## config.mk

```make
export PLATFORM = sky130hd
export DESIGN_NAME = core_pwr_seq
export DESIGN_NICKNAME = d
export VERILOG_FILES = /design/src/rtl/core_pwr_pkg.sv /design/src/rtl/core_pwr_dp.sv /design/src/rtl/core_pwr_ctrl.sv /design/src/rtl/core_pwr_seq.sv
export SDC_FILE = /design/constraint.sdc
export NUM_CORES = 1
export LEC_CHECK = 0
export ABC_AREA = 1
export BUFFER_PORTS_ARGS = -buffer_cell sky130_fd_sc_hd__buf_2
export CORE_UTILIZATION = 35
export DETAILED_ROUTE_END_ITERATION = 7
export GPL_TIMING_DRIVEN = 1
export SLEW_MARGIN = 25
export SYNTH_ARGS = -nofsm -noshare
export SYNTH_HDL_FRONTEND = slang
export SYNTH_SLANG_ARGS = --single-unit
```

## constraint.sdc

```tcl
create_clock -name clk -period 4.7 [get_ports clk]
set_clock_uncertainty 0.1 [all_clocks]
set_input_delay 0.94 -clock clk [delete_from_list [all_inputs] [get_ports clk]]
set_output_delay 0.94 -clock clk [all_outputs]
set_load 0.02 [all_outputs]
```

## src/rtl/core_pwr_pkg.sv

```systemverilog
`timescale 1ns/1ps
package core_pwr_pkg;

  typedef enum logic [4:0] {
    S_IDLE, S_FINGER, S_FINGER_WAIT,
    S_DN_ISO, S_DN_ISO_POLL, S_DN_PWR, S_DN_PWR_POLL, S_DN_RDY, S_DN_RST, S_DN_RST_POLL,
    S_UP_PWR, S_UP_WAIT, S_UP_RDY, S_UP_RDY_POLL, S_UP_ISO, S_UP_ISO_POLL, S_UP_RST, S_UP_RST_POLL,
    S_NEXT, S_FIN_OK, S_FIN_ERR
  } seqState_t;

  typedef struct packed {
    logic setIso;
    logic clrIso;
    logic setPwr;
    logic clrPwr;
    logic setRdy;
    logic clrRdy;
    logic relRst;
    logic asrtRst;
    logic loadFinger;
    logic clrCnt;
    logic incCnt;
    logic latchReq;
    logic bootLoad;
    logic bootAdvance;
  } seqStrobe_t;

endpackage

```

## src/rtl/core_pwr_dp.sv

```systemverilog
`timescale 1ns/1ps
module core_pwr_dp
  import core_pwr_pkg::*;
#(
  parameter int NUM_CORES         = 4,
  parameter int CORES_PER_CLUSTER = 2,
  parameter int CLUSTER_W         = 1,
  parameter int CORE_W            = 1,
  parameter int IDX_W             = 2,
  parameter int CNT_W             = 13,
  parameter int FINGER_W          = 8,
  parameter logic [FINGER_W-1:0] FINGER_VALUE = 8'hFC
) (
  input  logic                 clk,
  input  logic                 rstN,
  input  seqStrobe_t           strb,
  input  logic [CLUSTER_W-1:0] reqCluster,
  input  logic [CORE_W-1:0]    reqCore,
  input  logic                 singleCluster,
  input  logic [NUM_CORES-1:0] isoStat,
  input  logic [NUM_CORES-1:0] pwrStat,
  input  logic [NUM_CORES-1:0] rdyStat,
  input  logic [NUM_CORES-1:0] rstStat,
  output logic [NUM_CORES-1:0] isoEn,
  output logic [NUM_CORES-1:0] pwrOn,
  output logic [NUM_CORES-1:0] pwrRdy,
  output logic [NUM_CORES-1:0] porRel,
  output logic [FINGER_W-1:0]  fingerField,
  output logic [CNT_W-1:0]     cnt,
  output logic                 selIso,
  output logic                 selPwr,
  output logic                 selRdy,
  output logic                 selRst,
  output logic                 bootMore
);

  logic [IDX_W-1:0] coreIdx;
  logic [IDX_W-1:0] absIdx;
  logic             singleQ;
  logic [IDX_W:0]   nextIdx;
  logic [IDX_W:0]   bootLimit;

  // absolute core number from cluster and core-in-cluster
  assign absIdx = IDX_W'(reqCluster) * IDX_W'(CORES_PER_CLUSTER) + IDX_W'(reqCore);

  always_ff @(posedge clk or negedge rstN) begin
    if (!rstN) begin
      coreIdx <= '0;
      singleQ <= 1'b0;
    end else if (strb.bootLoad) begin
      coreIdx <= IDX_W'(1);
      singleQ <= singleCluster;
    end else if (strb.bootAdvance) begin
      coreIdx <= coreIdx + IDX_W'(1);
    end else if (strb.latchReq) begin
      coreIdx <= absIdx;
    end
  end

  // the walk stops at the end of the first cluster on single-cluster parts
  assign nextIdx   = {1'b0, coreIdx} + (IDX_W+1)'(1);
  assign bootLimit = singleQ ? (IDX_W+1)'(CORES_PER_CLUSTER) : (IDX_W+1)'(NUM_CORES);
  assign bootMore  = nextIdx < bootLimit;

  always_ff @(posedge clk or negedge rstN) begin
    if (!rstN)             cnt <= '0;
    else if (strb.clrCnt)  cnt <= '0;
    else if (strb.incCnt)  cnt <= cnt + CNT_W'(1);
  end

  always_ff @(posedge clk or negedge rstN) begin
    if (!rstN)                 fingerField <= '0;
    else if (strb.loadFinger)  fingerField <= FINGER_VALUE;
  end

  assign selIso = isoStat[coreIdx];
  assign selPwr = pwrStat[coreIdx];
  assign selRdy = rdyStat[coreIdx];
  assign selRst = rstStat[coreIdx];

  for (genvar i = 0; i < NUM_CORES; i++) begin : g_core
    logic hit;
    assign hit = (coreIdx == IDX_W'(i));

    always_ff @(posedge clk or negedge rstN) begin
      if (!rstN) begin
        isoEn[i]  <= 1'b0;
        pwrOn[i]  <= 1'b1;
        pwrRdy[i] <= 1'b1;
        porRel[i] <= 1'b1;
      end else if (hit) begin
        if (strb.setIso)  isoEn[i]  <= 1'b1;
        if (strb.clrIso)  isoEn[i]  <= 1'b0;
        if (strb.setPwr)  pwrOn[i]  <= 1'b1;
        if (strb.clrPwr)  pwrOn[i]  <= 1'b0;
        if (strb.setRdy)  pwrRdy[i] <= 1'b1;
        if (strb.clrRdy)  pwrRdy[i] <= 1'b0;
        if (strb.relRst)  porRel[i] <= 1'b1;
        if (strb.asrtRst) porRel[i] <= 1'b0;
      end
    end

    // power is removed only from an isolated core
    p_iso_before_off_r2: assert property (@(posedge clk) disable iff (!rstN)
      $fell(pwrOn[i]) |-> isoEn[i]) else $error("R2 power removed without isolation");
    // reset is asserted only after power-good has dropped
    p_rdy_before_reset_r2: assert property (@(posedge clk) disable iff (!rstN)
      $fell(porRel[i]) |-> !pwrRdy[i]) else $error("R2 reset before power-good drop");
    // power-good is raised only on a powered core
    p_pwr_before_rdy_r3: assert property (@(posedge clk) disable iff (!rstN)
      $rose(pwrRdy[i]) |-> pwrOn[i]) else $error("R3 power-good without power");
    // isolation released only once power-good is up
    p_rdy_before_unclamp_r3: assert property (@(posedge clk) disable iff (!rstN)
      $fell(isoEn[i]) |-> pwrRdy[i]) else $error("R3 isolation released early");
    // reset released only after isolation is off
    p_unclamp_before_release_r3: assert property (@(posedge clk) disable iff (!rstN)
      $rose(porRel[i]) |-> !isoEn[i]) else $error("R3 reset released while isolated");
  end

endmodule

```

## src/rtl/core_pwr_ctrl.sv

```systemverilog
`timescale 1ns/1ps
module core_pwr_ctrl
  import core_pwr_pkg::*;
#(
  parameter int CNT_W          = 13,
  parameter int POLL_LIMIT     = 2000,
  parameter int SETTLE_CYCLES  = 5000,
  parameter bit FINGER_PRELOAD = 1'b1
) (
  input  logic             clk,
  input  logic             rstN,
  input  logic             startPulse,
  input  logic             dirUp,
  input  logic             bootStart,
  input  logic             selIso,
  input  logic             selPwr,
  input  logic             selRdy,
  input  logic             selRst,
  input  logic             bootMore,
  input  logic [CNT_W-1:0] cnt,
  output seqStrobe_t       strb,
  output logic             busy,
  output logic             done,
  output logic             error
);

  seqState_t state, nxt;
  logic      bootMode, bootModeNxt;
  logic      pollLast, settleLast, inPoll;

  assign pollLast   = (cnt == CNT_W'(POLL_LIMIT - 1));
  assign settleLast = (cnt == CNT_W'(SETTLE_CYCLES - 1));
  assign inPoll     = (state == S_DN_ISO_POLL) || (state == S_DN_PWR_POLL) ||
                      (state == S_DN_RST_POLL) || (state == S_UP_RDY_POLL) ||
                      (state == S_UP_ISO_POLL) || (state == S_UP_RST_POLL);

  always_comb begin
    strb        = '0;
    nxt         = state;
    bootModeNxt = bootMode;
    unique case (state)
      S_IDLE: begin
        if (bootStart) begin              // boot wins
          strb.bootLoad = 1'b1;
          bootModeNxt   = 1'b1;
          nxt           = S_DN_ISO;
        end else if (startPulse) begin
          strb.latchReq = 1'b1;
          bootModeNxt   = 1'b0;
          if (!dirUp)              nxt = S_DN_ISO;
          else if (FINGER_PRELOAD) nxt = S_FINGER;
          else                     nxt = S_UP_PWR;
        end
      end
      S_FINGER:      begin strb.loadFinger = 1'b1; strb.clrCnt = 1'b1; nxt = S_FINGER_WAIT; end
      S_FINGER_WAIT: begin strb.incCnt = 1'b1; if (settleLast) nxt = S_UP_PWR; end
      // power-down path
      S_DN_ISO:      begin strb.setIso = 1'b1; strb.clrCnt = 1'b1; nxt = S_DN_ISO_POLL; end
      S_DN_ISO_POLL: begin strb.incCnt = 1'b1; if (selIso || pollLast) nxt = S_DN_PWR; end
      S_DN_PWR:      begin strb.clrPwr = 1'b1; strb.clrCnt = 1'b1; nxt = S_DN_PWR_POLL; end
      S_DN_PWR_POLL: begin
        strb.incCnt = 1'b1;
        if (!selPwr)       nxt = S_DN_RDY;
        else if (pollLast) nxt = S_FIN_ERR;
      end
      S_DN_RDY:      begin strb.clrRdy = 1'b1; nxt = S_DN_RST; end
      S_DN_RST:      begin strb.asrtRst = 1'b1; strb.clrCnt = 1'b1; nxt = S_DN_RST_POLL; end
      S_DN_RST_POLL: begin
        strb.incCnt = 1'b1;
        if (!selRst)       nxt = (bootMode && bootMore) ? S_NEXT : S_FIN_OK;
        else if (pollLast) nxt = S_FIN_ERR;
      end
      S_NEXT:        begin strb.bootAdvance = 1'b1; nxt = S_DN_ISO; end
      // power-up path
      S_UP_PWR:      begin strb.setPwr = 1'b1; strb.clrCnt = 1'b1; nxt = S_UP_WAIT; end
      S_UP_WAIT:     begin strb.incCnt = 1'b1; if (settleLast) nxt = S_UP_RDY; end
      S_UP_RDY:      begin strb.setRdy = 1'b1; strb.clrCnt = 1'b1; nxt = S_UP_RDY_POLL; end
      S_UP_RDY_POLL: begin
        strb.incCnt = 1'b1;
        if (selRdy)        nxt = S_UP_ISO;
        else if (pollLast) nxt = S_FIN_ERR;
      end
      S_UP_ISO:      begin strb.clrIso = 1'b1; strb.clrCnt = 1'b1; nxt = S_UP_ISO_POLL; end
      S_UP_ISO_POLL: begin strb.incCnt = 1'b1; if (!selIso || pollLast) nxt = S_UP_RST; end
      S_UP_RST:      begin strb.relRst = 1'b1; strb.clrCnt = 1'b1; nxt = S_UP_RST_POLL; end
      S_UP_RST_POLL: begin
        strb.incCnt = 1'b1;
        if (selRst)        nxt = S_FIN_OK;
        else if (pollLast) nxt = S_FIN_ERR;
      end
      S_FIN_OK, S_FIN_ERR: nxt = S_IDLE;
      default:             nxt = S_IDLE;
    endcase
  end

  always_ff @(posedge clk or negedge rstN) begin
    if (!rstN) begin
      state    <= S_IDLE;
      bootMode <= 1'b0;
    end else begin
      state    <= nxt;
      bootMode <= bootModeNxt;
    end
  end

  assign busy  = (state != S_IDLE);
  assign done  = (state == S_FIN_OK);
  assign error = (state == S_FIN_ERR);

  // the attempt counter never passes the poll limit while confirming
  p_poll_bound_r4: assert property (@(posedge clk) disable iff (!rstN)
    inPoll |-> (cnt < CNT_W'(POLL_LIMIT))) else $error("R4 poll limit exceeded");
  // completion pulses last one cycle and lead back to idle
  p_done_pulse_r10: assert property (@(posedge clk) disable iff (!rstN)
    (done || error) |=> !busy) else $error("R10 completion not followed by idle");
  // a start pulse while busy does not disturb the running sequence
  p_busy_ignore_r9: assert property (@(posedge clk) disable iff (!rstN)
    (busy && !done && !error) |=> busy) else $error("R9 sequence dropped early");

endmodule

```

## src/rtl/core_pwr_seq.sv

```systemverilog
`timescale 1ns/1ps
module core_pwr_seq
  import core_pwr_pkg::*;
#(
  parameter int NUM_CORES         = 4,
  parameter int CORES_PER_CLUSTER = 2,
  parameter int CLK_MHZ           = 50,
  parameter int SETTLE_US         = 100,
  parameter int POLL_LIMIT        = 2000,
  parameter bit FINGER_PRELOAD    = 1'b1,
  parameter int FINGER_W          = 8,
  parameter logic [FINGER_W-1:0] FINGER_VALUE = 8'hFC,
  localparam int NUM_CLUSTERS  = NUM_CORES / CORES_PER_CLUSTER,
  localparam int CLUSTER_W     = (NUM_CLUSTERS > 1) ? $clog2(NUM_CLUSTERS) : 1,
  localparam int CORE_W        = (CORES_PER_CLUSTER > 1) ? $clog2(CORES_PER_CLUSTER) : 1
) (
  input  logic                 clk,
  input  logic                 rstN,
  input  logic                 startPulse,
  input  logic                 dirUp,
  input  logic [CLUSTER_W-1:0] reqCluster,
  input  logic [CORE_W-1:0]    reqCore,
  input  logic                 bootStart,
  input  logic                 singleCluster,
  input  logic [NUM_CORES-1:0] isoStat,
  input  logic [NUM_CORES-1:0] pwrStat,
  input  logic [NUM_CORES-1:0] rdyStat,
  input  logic [NUM_CORES-1:0] rstStat,
  output logic [NUM_CORES-1:0] isoEn,
  output logic [NUM_CORES-1:0] pwrOn,
  output logic [NUM_CORES-1:0] pwrRdy,
  output logic [NUM_CORES-1:0] porRel,
  output logic [FINGER_W-1:0]  fingerField,
  output logic                 busy,
  output logic                 done,
  output logic                 error
);

  localparam int SETTLE_CYCLES = CLK_MHZ * SETTLE_US;
  localparam int CNT_MAX       = (SETTLE_CYCLES > POLL_LIMIT) ? SETTLE_CYCLES : POLL_LIMIT;
  localparam int CNT_W         = $clog2(CNT_MAX + 1);
  localparam int IDX_W         = (NUM_CORES > 1) ? $clog2(NUM_CORES) : 1;

  seqStrobe_t       strb;
  logic [CNT_W-1:0] cnt;
  logic             selIso, selPwr, selRdy, selRst, bootMore;

  core_pwr_ctrl #(
    .CNT_W(CNT_W), .POLL_LIMIT(POLL_LIMIT),
    .SETTLE_CYCLES(SETTLE_CYCLES), .FINGER_PRELOAD(FINGER_PRELOAD)
  ) u_ctrl (
    .clk(clk), .rstN(rstN), .startPulse(startPulse), .dirUp(dirUp), .bootStart(bootStart),
    .selIso(selIso), .selPwr(selPwr), .selRdy(selRdy), .selRst(selRst),
    .bootMore(bootMore), .cnt(cnt), .strb(strb),
    .busy(busy), .done(done), .error(error)
  );

  core_pwr_dp #(
    .NUM_CORES(NUM_CORES), .CORES_PER_CLUSTER(CORES_PER_CLUSTER),
    .CLUSTER_W(CLUSTER_W), .CORE_W(CORE_W), .IDX_W(IDX_W), .CNT_W(CNT_W),
    .FINGER_W(FINGER_W), .FINGER_VALUE(FINGER_VALUE)
  ) u_dp (
    .clk(clk), .rstN(rstN), .strb(strb), .reqCluster(reqCluster), .reqCore(reqCore),
    .singleCluster(singleCluster),
    .isoStat(isoStat), .pwrStat(pwrStat), .rdyStat(rdyStat), .rstStat(rstStat),
    .isoEn(isoEn), .pwrOn(pwrOn), .pwrRdy(pwrRdy), .porRel(porRel),
    .fingerField(fingerField), .cnt(cnt),
    .selIso(selIso), .selPwr(selPwr), .selRdy(selRdy), .selRst(selRst),
    .bootMore(bootMore)
  );

endmodule

```

==> metrics.log <==
INFO  metric outcome = finished, final reports clean
INFO  metric vias_per_cell = 4.871
INFO  metric vdd_drop_max = 0.0002088 V
INFO  metric fin_total_pwr = 1948 uW
INFO  metric share_of_post_route_cells_with_drive_strength_above_1 = 0.2110
INFO  metric remaining_drc_errors = 0
INFO  metric first_global_vias = 2,298
INFO  metric grt_antenna_before_repair = 0
INFO  metric maxSlewHeadroom = 0.4159
INFO  metric detail_route.iter0.violations = 207
INFO  metric antenna_cells_inserted = 0
INFO  metric globalRouteTotalUtil = 0.1762
INFO  metric reg2regPathDepth = 10
INFO  metric htree_levels = 2
INFO  metric drt-met1-wl = 3.250 mm
INFO  metric whs = 0.3954 ns
INFO  metric slew_viol_final = 0
INFO  metric period_needed = 2.668 ns
INFO  metric netlist.top_cell.by_area = sky130_fd_sc_hd__dfrtp_1
INFO  metric yosys_most_used_dff = sky130_fd_sc_hd__dfrtp_1
INFO  metric count_of_instances_resized_after_the_clock_tree_is_built = 0
INFO  metric fin_crit_sh = 0.5676
INFO  metric die_area = 0.008011 mm^2
INFO  metric syn-cell-area = 0.002680 mm^2
INFO  metric final_hold_vio_count = 0
INFO  metric clock-root-buffer = sky130_fd_sc_hd__clkbuf_8
INFO  metric holdBufCountCts = 0
INFO  metric clk_pin_slew = 0.08 ns
INFO  metric core-area = 0.007331 mm^2
INFO  metric met3_wirelength_from_detailed_routing = 310 um
INFO  metric min_path_type = reg2reg
INFO  metric synth_enable_flop_cells = 0
INFO  metric die_height = 89.51 um
INFO  metric core_rows = 31
INFO  metric cts_buffers = 5
INFO  metric grt_start_max_net_pins = 40
INFO  metric cts.sink_count = 39
INFO  metric grt_pass1_wl = 10.77 mm
INFO  metric synth_warnings = 0
INFO  metric io_buffer_count = 48
INFO  metric critical_path_arrival = 1.63 ns
INFO  metric syn-instance-count = 389
INFO  metric postRouteWirelength = 6.654 mm
INFO  metric fin_setup_tns = 0 ns
INFO  metric start_util = 0.3656
INFO  metric tightest_slew = 0.8762 ns
INFO  metric ys_seq_area_frac = 0.3697
INFO  metric achievable-frequency = 374.8 MHz
INFO  metric area_growth_syn_to_layout = 14.15%
INFO  metric timing.max_cap.violations = 0
INFO  metric ys_ff_latch = 39
INFO  metric cts.repair_timing.setup_buffer_count = 0
INFO  metric synth-async-reset-ratio = 1.000
INFO  metric post-synth-top-area-fraction = 0.2521
INFO  metric start_to_end_type_of_the_worst_setup_path = reg2out
INFO  metric synth_cell_type_count = 35
INFO  metric pin_count = 51
INFO  metric route.top_layer_used = met4
INFO  metric count_leader_synth = sky130_fd_sc_hd__nand2_1
INFO  metric rsz0062_at_grt = false
INFO  metric critical_path.endpoint_type = primary output
INFO  metric startpoint_type = flop
INFO  metric post_dp_hpwl = 5.212 mm
INFO  metric synth_top_cells_by_count = sky130_fd_sc_hd__nand2_1, sky130_fd_sc_hd__nor2_1, sky130_fd_sc_hd__inv_1
INFO  metric die-width = 89.51 um
INFO  metric via_count = 2,606
INFO  metric cellPowerDensity = 636.8 mW/mm^2
INFO  metric syn_area_per_cell = 6.890 um^2
INFO  metric finalSetupViolCount = 0
INFO  metric finalWeightedCongestion = 0.9104
INFO  metric design.final.nets = 465
INFO  metric crit_fanout = 8
INFO  metric route.antenna.remaining_nets = 0
INFO  metric leakage = 0.001477 uW
INFO  metric min_path_cells = 2
INFO  metric grt_overflow_total = 0
INFO  metric post_synth_main_area_contributors = sky130_fd_sc_hd__dfrtp_1, sky130_fd_sc_hd__nand2_1, sky130_fd_sc_hd__dfstp_2
INFO  metric clock_tree_from_tritoncts = built
INFO  metric worstPathRequired = 3.66 ns
INFO  metric cts_buffer_depth = 2
INFO  metric met2_length = 3.028 mm
INFO  metric dr.pass1.iters = 4
INFO  metric wl_per_cell = 12.44 um
INFO  metric clk-insertion-delay-late = 0.30 ns
[state kept, by name (all words and copies together) (netlist names)]
name / cells
u_dp.pwrRdy: 4
u_dp.fingerField: 1
u_dp.pwrOn: 4
u_dp.porRel: 4
u_dp.cnt: 13
u_dp.isoEn: 4
u_dp.coreIdx: 2
u_ctrl.state: 5
u_dp.singleQ: 1
u_ctrl.bootMode: 1
[layout make-up]
type / count / area (um^2)
clock buffers: 5 / 68.82
clock inverters: 3 / 18.77
fillers: 788 / 4272
inverters: 36 / 137.6
multi-input cells: 305 / 1479
flip-flops and latches: 39 / 991.0
well taps: 99 / 123.9
repair buffers: 48 / 240.2
[report_power, final]
group          leakage (uW)  internal (uW)  switching [uW]  total (uW)
clock network     0.0000445            104             125         229
logic              0.000960            342             774        1120
registers          0.000472            485             119         604
[cells in the final DEF, fill, tap and decap left out]
cell type	Yosys	routed
sky130_fd_sc_hd__nand2_1	122	122
sky130_fd_sc_hd__nor2_1	50	50
sky130_fd_sc_hd__buf_2	1	48
sky130_fd_sc_hd__inv_1	29	29
sky130_fd_sc_hd__nand3_1	28	28
sky130_fd_sc_hd__o21ai_0	28	28
sky130_fd_sc_hd__dfrtp_1	27	27
sky130_fd_sc_hd__nor3_1	12	12
sky130_fd_sc_hd__a21oi_1	12	12
sky130_fd_sc_hd__dfstp_2	12	12
sky130_fd_sc_hd__ha_1	6	6
sky130_fd_sc_hd__nor2_4	5	5
sky130_fd_sc_hd__inv_2	5	5
sky130_fd_sc_hd__nand2_2	5	5
sky130_fd_sc_hd__nand3b_1	5	5
sky130_fd_sc_hd__clkbuf_8	0	5
sky130_fd_sc_hd__xor2_1	4	4
sky130_fd_sc_hd__o21a_1	4	4
sky130_fd_sc_hd__a31oi_1	4	4
sky130_fd_sc_hd__nor2_2	3	3
sky130_fd_sc_hd__inv_4	1	2
sky130_fd_sc_hd__o21bai_1	2	2
sky130_fd_sc_hd__o21ai_1	2	2
sky130_fd_sc_hd__o211ai_1	2	2
sky130_fd_sc_hd__xnor2_1	2	2
sky130_fd_sc_hd__conb_1	1	2
sky130_fd_sc_hd__clkinv_1	1	1
sky130_fd_sc_hd__nor3_2	1	1
sky130_fd_sc_hd__a21oi_2	1	1
sky130_fd_sc_hd__nand2_4	1	1
sky130_fd_sc_hd__nand3_2	1	1
sky130_fd_sc_hd__o22ai_1	1	1
sky130_fd_sc_hd__or2_2	1	1
sky130_fd_sc_hd__nand4_1	1	1
sky130_fd_sc_hd__clkinvlp_4	0	1
sky130_fd_sc_hd__clkinv_2	0	1
[routing by layer]
metal,vias to the layer above,global-route usage
met5,-,0
met4,0,0.06638
met3,7,0.02124
met2,62,0.2665
met1,1199,0.2559
li1,1338,-
[stage by stage]
| stage | cell area (um^2) | setup WS [ns] | util | cells |
|---|---|---|---|---|
| 6_report | 3059 | 2.032 | 0.4173 | 535 |
| 3_3_place_gp | 2972 | 2.403 | 0.4054 | 527 |
| 2_1_floorplan | 2684 | 2.425 | - | 390 |
| 4_1_cts | 3059 | 2.024 | 0.4173 | 535 |
| 3_5_place_dp | 2972 | 2.357 | 0.4054 | 527 |
| 5_1_grt | 3059 | 1.884 | 0.4173 | 535 |
[final timing paths]
path,startpoint,end,slack [ns]
setup / recovery,u_ctrl.state[1],busy,2.03
hold / removal,u_dp.pwrRdy[1],u_dp.pwrRdy[1],0.40
setup reg to reg,u_dp.coreIdx[0],u_ctrl.state[0],2.54
hold reg to reg,u_dp.pwrRdy[1],u_dp.pwrRdy[1],0.40
max in group asynchronous,rstN,u_dp.cnt[11],3.28
min in group asynchronous,rstN,u_dp.cnt[2],0.65
[worst max-delay path, cell delays in order (launching register included)]
cell and delay [ns]:
sky130_fd_sc_hd__dfrtp_1 0.48, sky130_fd_sc_hd__nor2_1 0.28, sky130_fd_sc_hd__inv_1 0.12, sky130_fd_sc_hd__nor2_1 0.19, sky130_fd_sc_hd__inv_1 0.10, sky130_fd_sc_hd__buf_2 0.17
[cells by family (layout without fill, tap and decap cells)]
group           Yosys count  count (layout)  synth area share
fa+ha+maj                 6               6           0.02801
compound gates           56              56            0.1158
simple gates            235             235            0.3856
flops                    39              39            0.3697
xor+xnor                  6               6           0.01961
other cells               1               2          0.001399
buf+inv                  46              92           0.07983
Power figures use the tool's default switching activity.
